==> src/rtl/nes_pkg.sv <==
// Package: shared phase encoding for the nested exception sequencer.
// Assumes a 2-bit phase output whose code values are visible at the ports.
package nes_pkg;
    typedef enum logic [1:0] {
        PH_IDLE    = 2'd0,
        PH_STACK   = 2'd1,
        PH_ACTIVE  = 2'd2,
        PH_UNSTACK = 2'd3
    } nes_phase_e;
endpackage

==> src/rtl/nes_cfg_regs.sv <==
// Module: per-line priority registers and the handler vector table.
// Slot 0 of the table is the reset address; slot i+1 belongs to line i.
// Assumes a single write port; no read-back path beyond the two read outputs.
module nes_cfg_regs #(
    parameter int NUM_IRQ = 8,
    parameter int PRIO_W  = 3,
    parameter int ADDR_W  = 16,
    parameter int SLOT_W  = 4
) (
    input  logic                        clk,
    input  logic                        rst_n,
    input  logic                        we,
    input  logic                        is_vec,
    input  logic [SLOT_W-1:0]           idx,
    input  logic [ADDR_W-1:0]           wdata,
    input  logic [SLOT_W-1:0]           rd_slot,
    output logic [NUM_IRQ*PRIO_W-1:0]   prio_flat,
    output logic [ADDR_W-1:0]           rd_addr,
    output logic [ADDR_W-1:0]           boot_addr
);
    logic [ADDR_W-1:0] vec_q [NUM_IRQ+1];

    for (genvar i = 0; i < NUM_IRQ; i++) begin : g_prio
        logic [PRIO_W-1:0] p_q;
        // Holds the programmed urgency of line i.
        always_ff @(posedge clk) begin
            if (!rst_n)
                p_q <= '0;
            else if (we && !is_vec && idx == SLOT_W'(i))
                p_q <= wdata[PRIO_W-1:0];
        end
        assign prio_flat[i*PRIO_W +: PRIO_W] = p_q;
    end

    for (genvar s = 0; s <= NUM_IRQ; s++) begin : g_vec
        // Holds the handler start address of slot s.
        always_ff @(posedge clk) begin
            if (!rst_n)
                vec_q[s] <= '0;
            else if (we && is_vec && idx == SLOT_W'(s))
                vec_q[s] <= wdata;
        end
    end

    // Reads the table for the active handler and for the reset slot.
    always_comb begin
        rd_addr = '0;
        for (int s = 0; s <= NUM_IRQ; s++)
            if (rd_slot == SLOT_W'(s)) rd_addr = vec_q[s];
        boot_addr = vec_q[0];
    end
endmodule

==> src/rtl/nes_arbiter.sv <==
// Module: combinational picker of the most urgent pending line.
// Lower priority value is more urgent; ties go to the lower line index.
module nes_arbiter #(
    parameter int NUM_IRQ = 8,
    parameter int PRIO_W  = 3,
    parameter int IDX_W   = 3
) (
    input  logic [NUM_IRQ-1:0]        pend,
    input  logic [NUM_IRQ*PRIO_W-1:0] prio_flat,
    output logic                      best_vld,
    output logic [IDX_W-1:0]          best_idx,
    output logic [PRIO_W-1:0]         best_prio
);
    // Scans upward; a strict compare keeps the lower index on a tie.
    always_comb begin
        best_vld  = 1'b0;
        best_idx  = '0;
        best_prio = '1;
        for (int i = 0; i < NUM_IRQ; i++) begin
            if (pend[i] && (!best_vld || prio_flat[i*PRIO_W +: PRIO_W] < best_prio)) begin
                best_vld  = 1'b1;
                best_idx  = IDX_W'(i);
                best_prio = prio_flat[i*PRIO_W +: PRIO_W];
            end
        end
    end
endmodule

==> src/rtl/nes_nest_stack.sv <==
// Module: bounded LIFO of preempted handler contexts.
// Assumes DEPTH >= 2 and that the caller never pushes when full or pops when empty.
module nes_nest_stack #(
    parameter int DEPTH = 4,
    parameter int EW    = 7,
    parameter int LVL_W = 3
) (
    input  logic             clk,
    input  logic             rst_n,
    input  logic             push,
    input  logic             pop,
    input  logic [EW-1:0]    push_data,
    output logic [EW-1:0]    top_data,
    output logic [LVL_W-1:0] level,
    output logic             full
);
    localparam int AW = (DEPTH > 1) ? $clog2(DEPTH) : 1;

    logic [EW-1:0]    mem_q [DEPTH];
    logic [LVL_W-1:0] lvl_q;

    // Tracks how many contexts are saved.
    always_ff @(posedge clk) begin
        if (!rst_n)
            lvl_q <= '0;
        else if (push && !full)
            lvl_q <= lvl_q + LVL_W'(1);
        else if (pop && lvl_q != '0)
            lvl_q <= lvl_q - LVL_W'(1);
    end

    for (genvar e = 0; e < DEPTH; e++) begin : g_ent
        // Stores the context written when the fill level equals e.
        always_ff @(posedge clk) begin
            if (!rst_n)
                mem_q[e] <= '0;
            else if (push && !full && lvl_q == LVL_W'(e))
                mem_q[e] <= push_data;
        end
    end

    assign level    = lvl_q;
    assign full     = (lvl_q == LVL_W'(DEPTH));
    assign top_data = (lvl_q == '0) ? '0 : mem_q[AW'(lvl_q - LVL_W'(1))];
endmodule

==> src/rtl/nest_exc_seq.sv <==
// Module: top of the nested priority exception sequencer.
// Latches requests, arbitrates, and sequences save / active / restore phases
// with preemption, tail chaining, late-arrival retarget and restore cancel.
// Assumes PHASE_CYC >= 2, NEST_DEPTH >= 2, synchronous active-low reset.
module nest_exc_seq
    import nes_pkg::*;
#(
    parameter int NUM_IRQ    = 8,
    parameter int PRIO_W     = 3,
    parameter int ADDR_W     = 16,
    parameter int PHASE_CYC  = 8,
    parameter int NEST_DEPTH = 4
) (
    input  logic                              clk,
    input  logic                              rst_n,
    input  logic [NUM_IRQ-1:0]                irq_req,
    input  logic                              cfg_we,
    input  logic                              cfg_is_vec,
    input  logic [$clog2(NUM_IRQ+1)-1:0]      cfg_idx,
    input  logic [ADDR_W-1:0]                 cfg_data,
    input  logic                              handler_done,
    output logic [1:0]                        seq_phase,
    output logic [ADDR_W-1:0]                 handler_addr,
    output logic [ADDR_W-1:0]                 boot_addr,
    output logic [$clog2(NUM_IRQ)-1:0]        active_irq,
    output logic [PRIO_W:0]                   active_prio,
    output logic [$clog2(NEST_DEPTH+1)-1:0]   nest_level,
    output logic [NUM_IRQ-1:0]                pending
);
    localparam int IDX_W  = $clog2(NUM_IRQ);
    localparam int SLOT_W = $clog2(NUM_IRQ+1);
    localparam int LVL_W  = $clog2(NEST_DEPTH+1);
    localparam int CNT_W  = $clog2(PHASE_CYC);
    localparam int EW     = IDX_W + PRIO_W + 1;
    localparam logic [CNT_W-1:0] LAST = CNT_W'(PHASE_CYC - 1);
    localparam logic [PRIO_W:0]  BASE = {1'b1, {PRIO_W{1'b0}}};

    nes_phase_e         ph_q, ph_d;
    logic [CNT_W-1:0]   cnt_q, cnt_d;
    logic [IDX_W-1:0]   tgt_idx_q, tgt_idx_d, cur_idx_q, cur_idx_d, ent_idx;
    logic [PRIO_W:0]    tgt_prio_q, tgt_prio_d, cur_prio_q, cur_prio_d;
    logic [NUM_IRQ-1:0] pend_q, clr_vec;
    logic               enter, push, pop;

    logic [NUM_IRQ*PRIO_W-1:0] prio_flat;
    logic [ADDR_W-1:0]         rd_addr;
    logic                      best_vld;
    logic [IDX_W-1:0]          best_idx;
    logic [PRIO_W-1:0]         best_prio;
    logic [PRIO_W:0]           best_p, ret_prio;
    logic [EW-1:0]             top_data;
    logic [LVL_W-1:0]          level;
    logic                      stk_full;

    nes_cfg_regs #(
        .NUM_IRQ(NUM_IRQ), .PRIO_W(PRIO_W), .ADDR_W(ADDR_W), .SLOT_W(SLOT_W)
    ) u_cfg (
        .clk(clk), .rst_n(rst_n), .we(cfg_we), .is_vec(cfg_is_vec),
        .idx(cfg_idx), .wdata(cfg_data),
        .rd_slot(SLOT_W'(cur_idx_q) + SLOT_W'(1)),
        .prio_flat(prio_flat), .rd_addr(rd_addr), .boot_addr(boot_addr)
    );

    nes_arbiter #(
        .NUM_IRQ(NUM_IRQ), .PRIO_W(PRIO_W), .IDX_W(IDX_W)
    ) u_arb (
        .pend(pend_q), .prio_flat(prio_flat),
        .best_vld(best_vld), .best_idx(best_idx), .best_prio(best_prio)
    );

    nes_nest_stack #(
        .DEPTH(NEST_DEPTH), .EW(EW), .LVL_W(LVL_W)
    ) u_stk (
        .clk(clk), .rst_n(rst_n), .push(push), .pop(pop),
        .push_data({cur_idx_q, cur_prio_q}),
        .top_data(top_data), .level(level), .full(stk_full)
    );

    assign best_p   = {1'b0, best_prio};
    assign ret_prio = (level == '0) ? BASE : top_data[PRIO_W:0];

    // Computes the next phase, target and running context.
    always_comb begin
        ph_d       = ph_q;
        cnt_d      = cnt_q;
        tgt_idx_d  = tgt_idx_q;
        tgt_prio_d = tgt_prio_q;
        cur_idx_d  = cur_idx_q;
        cur_prio_d = cur_prio_q;
        enter      = 1'b0;
        ent_idx    = tgt_idx_q;
        push       = 1'b0;
        pop        = 1'b0;
        unique case (ph_q)
            PH_IDLE: begin
                if (best_vld) begin
                    ph_d       = PH_STACK;
                    cnt_d      = '0;
                    tgt_idx_d  = best_idx;
                    tgt_prio_d = best_p;
                end
            end
            PH_STACK: begin
                if (best_vld && best_p < tgt_prio_q) begin
                    tgt_idx_d  = best_idx;
                    tgt_prio_d = best_p;
                end
                if (cnt_q == LAST) begin
                    ph_d       = PH_ACTIVE;
                    enter      = 1'b1;
                    ent_idx    = tgt_idx_d;
                    cur_idx_d  = tgt_idx_d;
                    cur_prio_d = tgt_prio_d;
                end else begin
                    cnt_d = cnt_q + CNT_W'(1);
                end
            end
            PH_ACTIVE: begin
                if (handler_done) begin
                    if (best_vld && best_p < ret_prio) begin
                        enter      = 1'b1;
                        ent_idx    = best_idx;
                        cur_idx_d  = best_idx;
                        cur_prio_d = best_p;
                    end else begin
                        ph_d  = PH_UNSTACK;
                        cnt_d = '0;
                    end
                end else if (best_vld && best_p < cur_prio_q && !stk_full) begin
                    push       = 1'b1;
                    ph_d       = PH_STACK;
                    cnt_d      = '0;
                    tgt_idx_d  = best_idx;
                    tgt_prio_d = best_p;
                end
            end
            PH_UNSTACK: begin
                if (best_vld && best_p < ret_prio) begin
                    ph_d       = PH_ACTIVE;
                    enter      = 1'b1;
                    ent_idx    = best_idx;
                    cur_idx_d  = best_idx;
                    cur_prio_d = best_p;
                end else if (cnt_q == LAST) begin
                    if (level != '0) begin
                        pop        = 1'b1;
                        ph_d       = PH_ACTIVE;
                        cur_idx_d  = top_data[EW-1 -: IDX_W];
                        cur_prio_d = top_data[PRIO_W:0];
                    end else begin
                        ph_d       = PH_IDLE;
                        cur_idx_d  = '0;
                        cur_prio_d = BASE;
                    end
                end else begin
                    cnt_d = cnt_q + CNT_W'(1);
                end
            end
        endcase
    end

    // Builds the one-hot clear for the line whose handler is being entered.
    always_comb begin
        clr_vec = '0;
        for (int i = 0; i < NUM_IRQ; i++)
            if (enter && ent_idx == IDX_W'(i)) clr_vec[i] = 1'b1;
    end

    // Registers phase, counter, target and running context.
    always_ff @(posedge clk) begin
        if (!rst_n) begin
            ph_q       <= PH_IDLE;
            cnt_q      <= '0;
            tgt_idx_q  <= '0;
            tgt_prio_q <= BASE;
            cur_idx_q  <= '0;
            cur_prio_q <= BASE;
        end else begin
            ph_q       <= ph_d;
            cnt_q      <= cnt_d;
            tgt_idx_q  <= tgt_idx_d;
            tgt_prio_q <= tgt_prio_d;
            cur_idx_q  <= cur_idx_d;
            cur_prio_q <= cur_prio_d;
        end
    end

    // Captures requests into sticky pending bits; entry clears win.
    always_ff @(posedge clk) begin
        if (!rst_n)
            pend_q <= '0;
        else
            pend_q <= (pend_q | irq_req) & ~clr_vec;
    end

    assign seq_phase    = ph_q;
    assign handler_addr = (ph_q == PH_ACTIVE) ? rd_addr : '0;
    assign active_irq   = cur_idx_q;
    assign active_prio  = cur_prio_q;
    assign nest_level   = level;
    assign pending      = pend_q;
endmodule

==> config.mk <==
export PLATFORM = sky130hd
export DESIGN_NAME = nest_exc_seq
export DESIGN_NICKNAME = d
export VERILOG_FILES = /design/src/rtl/nes_pkg.sv /design/src/rtl/nes_cfg_regs.sv /design/src/rtl/nes_arbiter.sv /design/src/rtl/nes_nest_stack.sv /design/src/rtl/nest_exc_seq.sv
export SDC_FILE = /design/constraint.sdc
export NUM_CORES = 1
export LEC_CHECK = 0
export ABC_CLOCK_PERIOD_IN_PS = 30500
export BUFFER_PORTS_ARGS = -buffer_cell sky130_fd_sc_hd__buf_2
export CORE_MARGIN = 2
export CORE_UTILIZATION = 40
export DETAILED_ROUTE_END_ITERATION = 10
export PLACE_DENSITY_LB_ADDON = 0.15
export SYNTH_ARGS = -nofsm -noshare
export SYNTH_HDL_FRONTEND = slang
export SYNTH_SLANG_ARGS = --single-unit
==> constraint.sdc <==
create_clock -name clk -period 30.5 [get_ports clk]
set_clock_uncertainty 0.2 [all_clocks]
set_input_delay 4.575 -clock clk [delete_from_list [all_inputs] [get_ports clk]]
set_output_delay 4.575 -clock clk [all_outputs]
set_load 0.01 [all_outputs]
==> results.yml <==
place:
  detailedPlace.worstSlack_ns: 18.10
  postPlaceCellArea_um2: 12800
  io_buffer_count: 84
  dp_hpwl_mm: 21.1
  gp_congestion: 0.854
floorplan:
  core_um2: 29600
  starting_density_of_the_core: 0.405
  die_y_um: 177
  die_w_um: 177
  row_count: 63
  die_area_um2: 31400
  floorplan.io_pins: 85
clock_tree:
  clk_transition_reported_paths_ns: 0.06
  hold_buffer_count_at_cts: 0
  cts_buffers: 27
  ctsResizeCount: 0
  root_buffer: "sky130_fd_sc_hd__clkbuf_16"
  cts_num_sinks: 226
  clock_insertion_delay_worst_skew_ns: 0.55
  cts_max_path_buffers: 3
  postCtsSetupBuffers: 0
  ctsHtreeMaxLevel: 1
  cts_tree: "done"
timing:
  final_period_util: 0.414
  finalSetupViolations: 0
  final.setup.tns_ns: 0
  tightestPinTransition_ns: 1.16
  finalHoldViolCount: 0
  final_max_slew_viol_count: 0
  fmaxAchievable_ghz: 0.0792
  fin_ws_ns: 17.87
  fin_crit_ns: 12.63
  rsz0062_at_grt: "no"
  timing.slew.headroom: 0.217
critical_path:
  critPathCaptureType: "flip-flop"
  arrival_ns: 12.86
  critical_path_peak_fanout: 12
  worst_path_max_delay_cell: "sky130_fd_sc_hd__a31oi_1"
  crit_required_ns: 30.73
  worst_path_max_stage_delay_ns: 0.78
  crit_path_start_kind: "flip-flop"
  worst-setup-path-type: "flip-flop to flip-flop"
synthesis:
  syn_avg_cell_area_um2: 10.8
  asyncSetResetFlopFracSynth: 0
  synth_seq_cells: 226
  synth_edf_count: 172
  synth-warning-count: 0
  synth_area_um2: 12000
  ys_seq_area_frac: 0.521
  mappedNetlistNets: 1163
  synth_ff_type: "sky130_fd_sc_hd__edfxtp_1"
  synthCells: 1109
  synthDistinctLibCells: 86
route:
  drtPass1Iterations: 5
  drt_first_iter_violations: 503
  num_vias: 8728
  via_density_per_instance: 5.49
  ant_nets: 0
  drt_wl_total_mm: 32.0
  wire_per_inst_um: 20.1
  remaining_drc_errors: 0
status:
  status: "finished, final reports clean"
cells_and_area:
  antenna_cells: 0
  n_fill_cell: 2778
  multi_input_comb_area_um2: 5310
  syn2layout_area_growth_pct: 14.0
  num-nets-final: 1237
  layout-drive-gt1-share: 0.169
  regArea_um2: 6250
  layout.cell_area.non_filler_um2: 13700
global_route:
  grt-ovfl-total: 0
  grt_start_max_net_pins: 52
  grt_first_pass_wirelength_mm: 49.4
  grtUsageTotal: 0.204
  via_count_of_the_first_global_routing_pass: 8536
  grt_antenna_before_repair: 0
power:
  pwr_density_cell_nw_per_um2: 54.8
  fin_total_pwr_mw: 0.749
  power.static_leakage_nw: 5.11
  peak_supply_drop_mv: 0.0419
flow_run:
  drv.max_cap_violation_count: 0
hold_path:
  min-delay-path-class: "flip-flop to flip-flop"
-- layout by cell type, fill, tap and decap left out, drive strengths merged, types with 13 or more instances in the layout --
| master | n |
|---|---|
| a21oi | 63 |
| and2 | 170 |
| buf | 105 |
| clkbuf | 36 |
| dfxtp | 54 |
| edfxtp | 172 |
| ha | 21 |
| inv | 53 |
| mux2i | 46 |
| mux4 | 18 |
| nand2 | 57 |
| nand2b | 13 |
| nand3 | 22 |
| nor2 | 90 |
| nor3 | 17 |
| o21ai | 82 |
| o22ai | 14 |
-- Yosys cell counts (all sizes together), types with 6 or more instances --
cell type	number	area share
nor2	90	0.028
clkbuf	48	0.015
a31oi	6	0.0031
nand2b	13	0.0068
nor2b	12	0.0063
nand3	22	0.0092
o211ai	9	0.0061
o31ai	6	0.0050
inv	50	0.016
a211oi	7	0.0048
buf	12	0.0049
o2111ai	6	0.0044
a221oi	7	0.0051
a21o	7	0.0044
ha	21	0.022
nand4	9	0.0047
and2	170	0.089
mux4	18	0.034
o21ai	82	0.035
a21oi	63	0.028
o22ai	14	0.0084
nor3	17	0.0071
mux2i	46	0.039
nand3b	6	0.0038
edfxtp	172	0.43
nand2	57	0.018
dfxtp	54	0.090
-- stage by stage --
step | util | hold slack [ns] | instances
final | 0.462 | 0.259 | 1590
after global routing | 0.462 | 0.271 | 1590
after CTS | 0.462 | 0.263 | 1590
after detailed placement | 0.434 | 0.255 | 1544
after global placement | 0.434 | 0.247 | 1544
after floorplan | - | 0.236 | 1109
-- per-layer routing --
layer	wire length, µm	vias to the layer above	GRT usage
met5	0	-	0
met4	678	0	0.0520
met3	1400	41	0.0264
met2	15300	204	0.342
met1	14600	4280	0.281
li1	-	4203	-
-- registers in the layout, indices dropped and copies added (netlist names) --
name / count
cnt_q: 3
tgt_idx_q: 3
active_irq: 3
u_cfg.vec_q: 144
pending: 8
tgt_prio_q: 4
seq_phase: 2
u_stk.level: 3
u_stk.mem_q: 28
active_prio: 4
u_cfg.g_prio.p_q: 24
-- power by group --
group / internal (mW) / total, mW / switching [mW]
clock network: 0.183 / 0.312 / 0.129
logic: 0.0305 / 0.0842 / 0.0537
registers: 0.345 / 0.353 / 0.00704
-- logic make-up after synthesis --
| group | count (synthesis) | synth area share |
|---|---|---|
| xor+xnor | 2 | 0.00146 |
| mux | 68 | 0.0763 |
| buf+inv | 111 | 0.0359 |
| simple gates | 420 | 0.188 |
| fa+ha+maj | 21 | 0.0219 |
| flops | 226 | 0.521 |
| compound gates | 261 | 0.155 |
-- layout make-up --
class / count / area share
inverter: 51 / 0.0140
tap: 390 / 0.0357
clock inverter: 10 / 0.00925
sequential: 226 / 0.457
timing repair buffer: 105 / 0.0423
multi-input combinational: 772 / 0.389
clock buffer: 36 / 0.0527
-- worst max-delay path: cells and delay by family, from the launching register on --
family | cells | cell delay (ns)
muxes | 5 | 1.69
buffers and inverters | 6 | 0.38
and+or+nand+nor | 14 | 2.06
DFF | 1 | 0.43
AOI/OAI and AO/OA | 26 | 5.89
adders and majority gates | 7 | 1.82
-- worst paths after layout --
kind / slack [ns] / cells after the start / to / start
worst max-delay path: 17.87 / 58 / u_stk.level[1] / pending[1]
worst max register to register: 17.87 / 58 / u_stk.level[1] / pending[1]
worst min-delay path: 0.26 / 2 / cnt_q[1] / cnt_q[1]
worst min register to register: 0.26 / 2 / cnt_q[1] / cnt_q[1]
(Power assumes the default switching activity.)
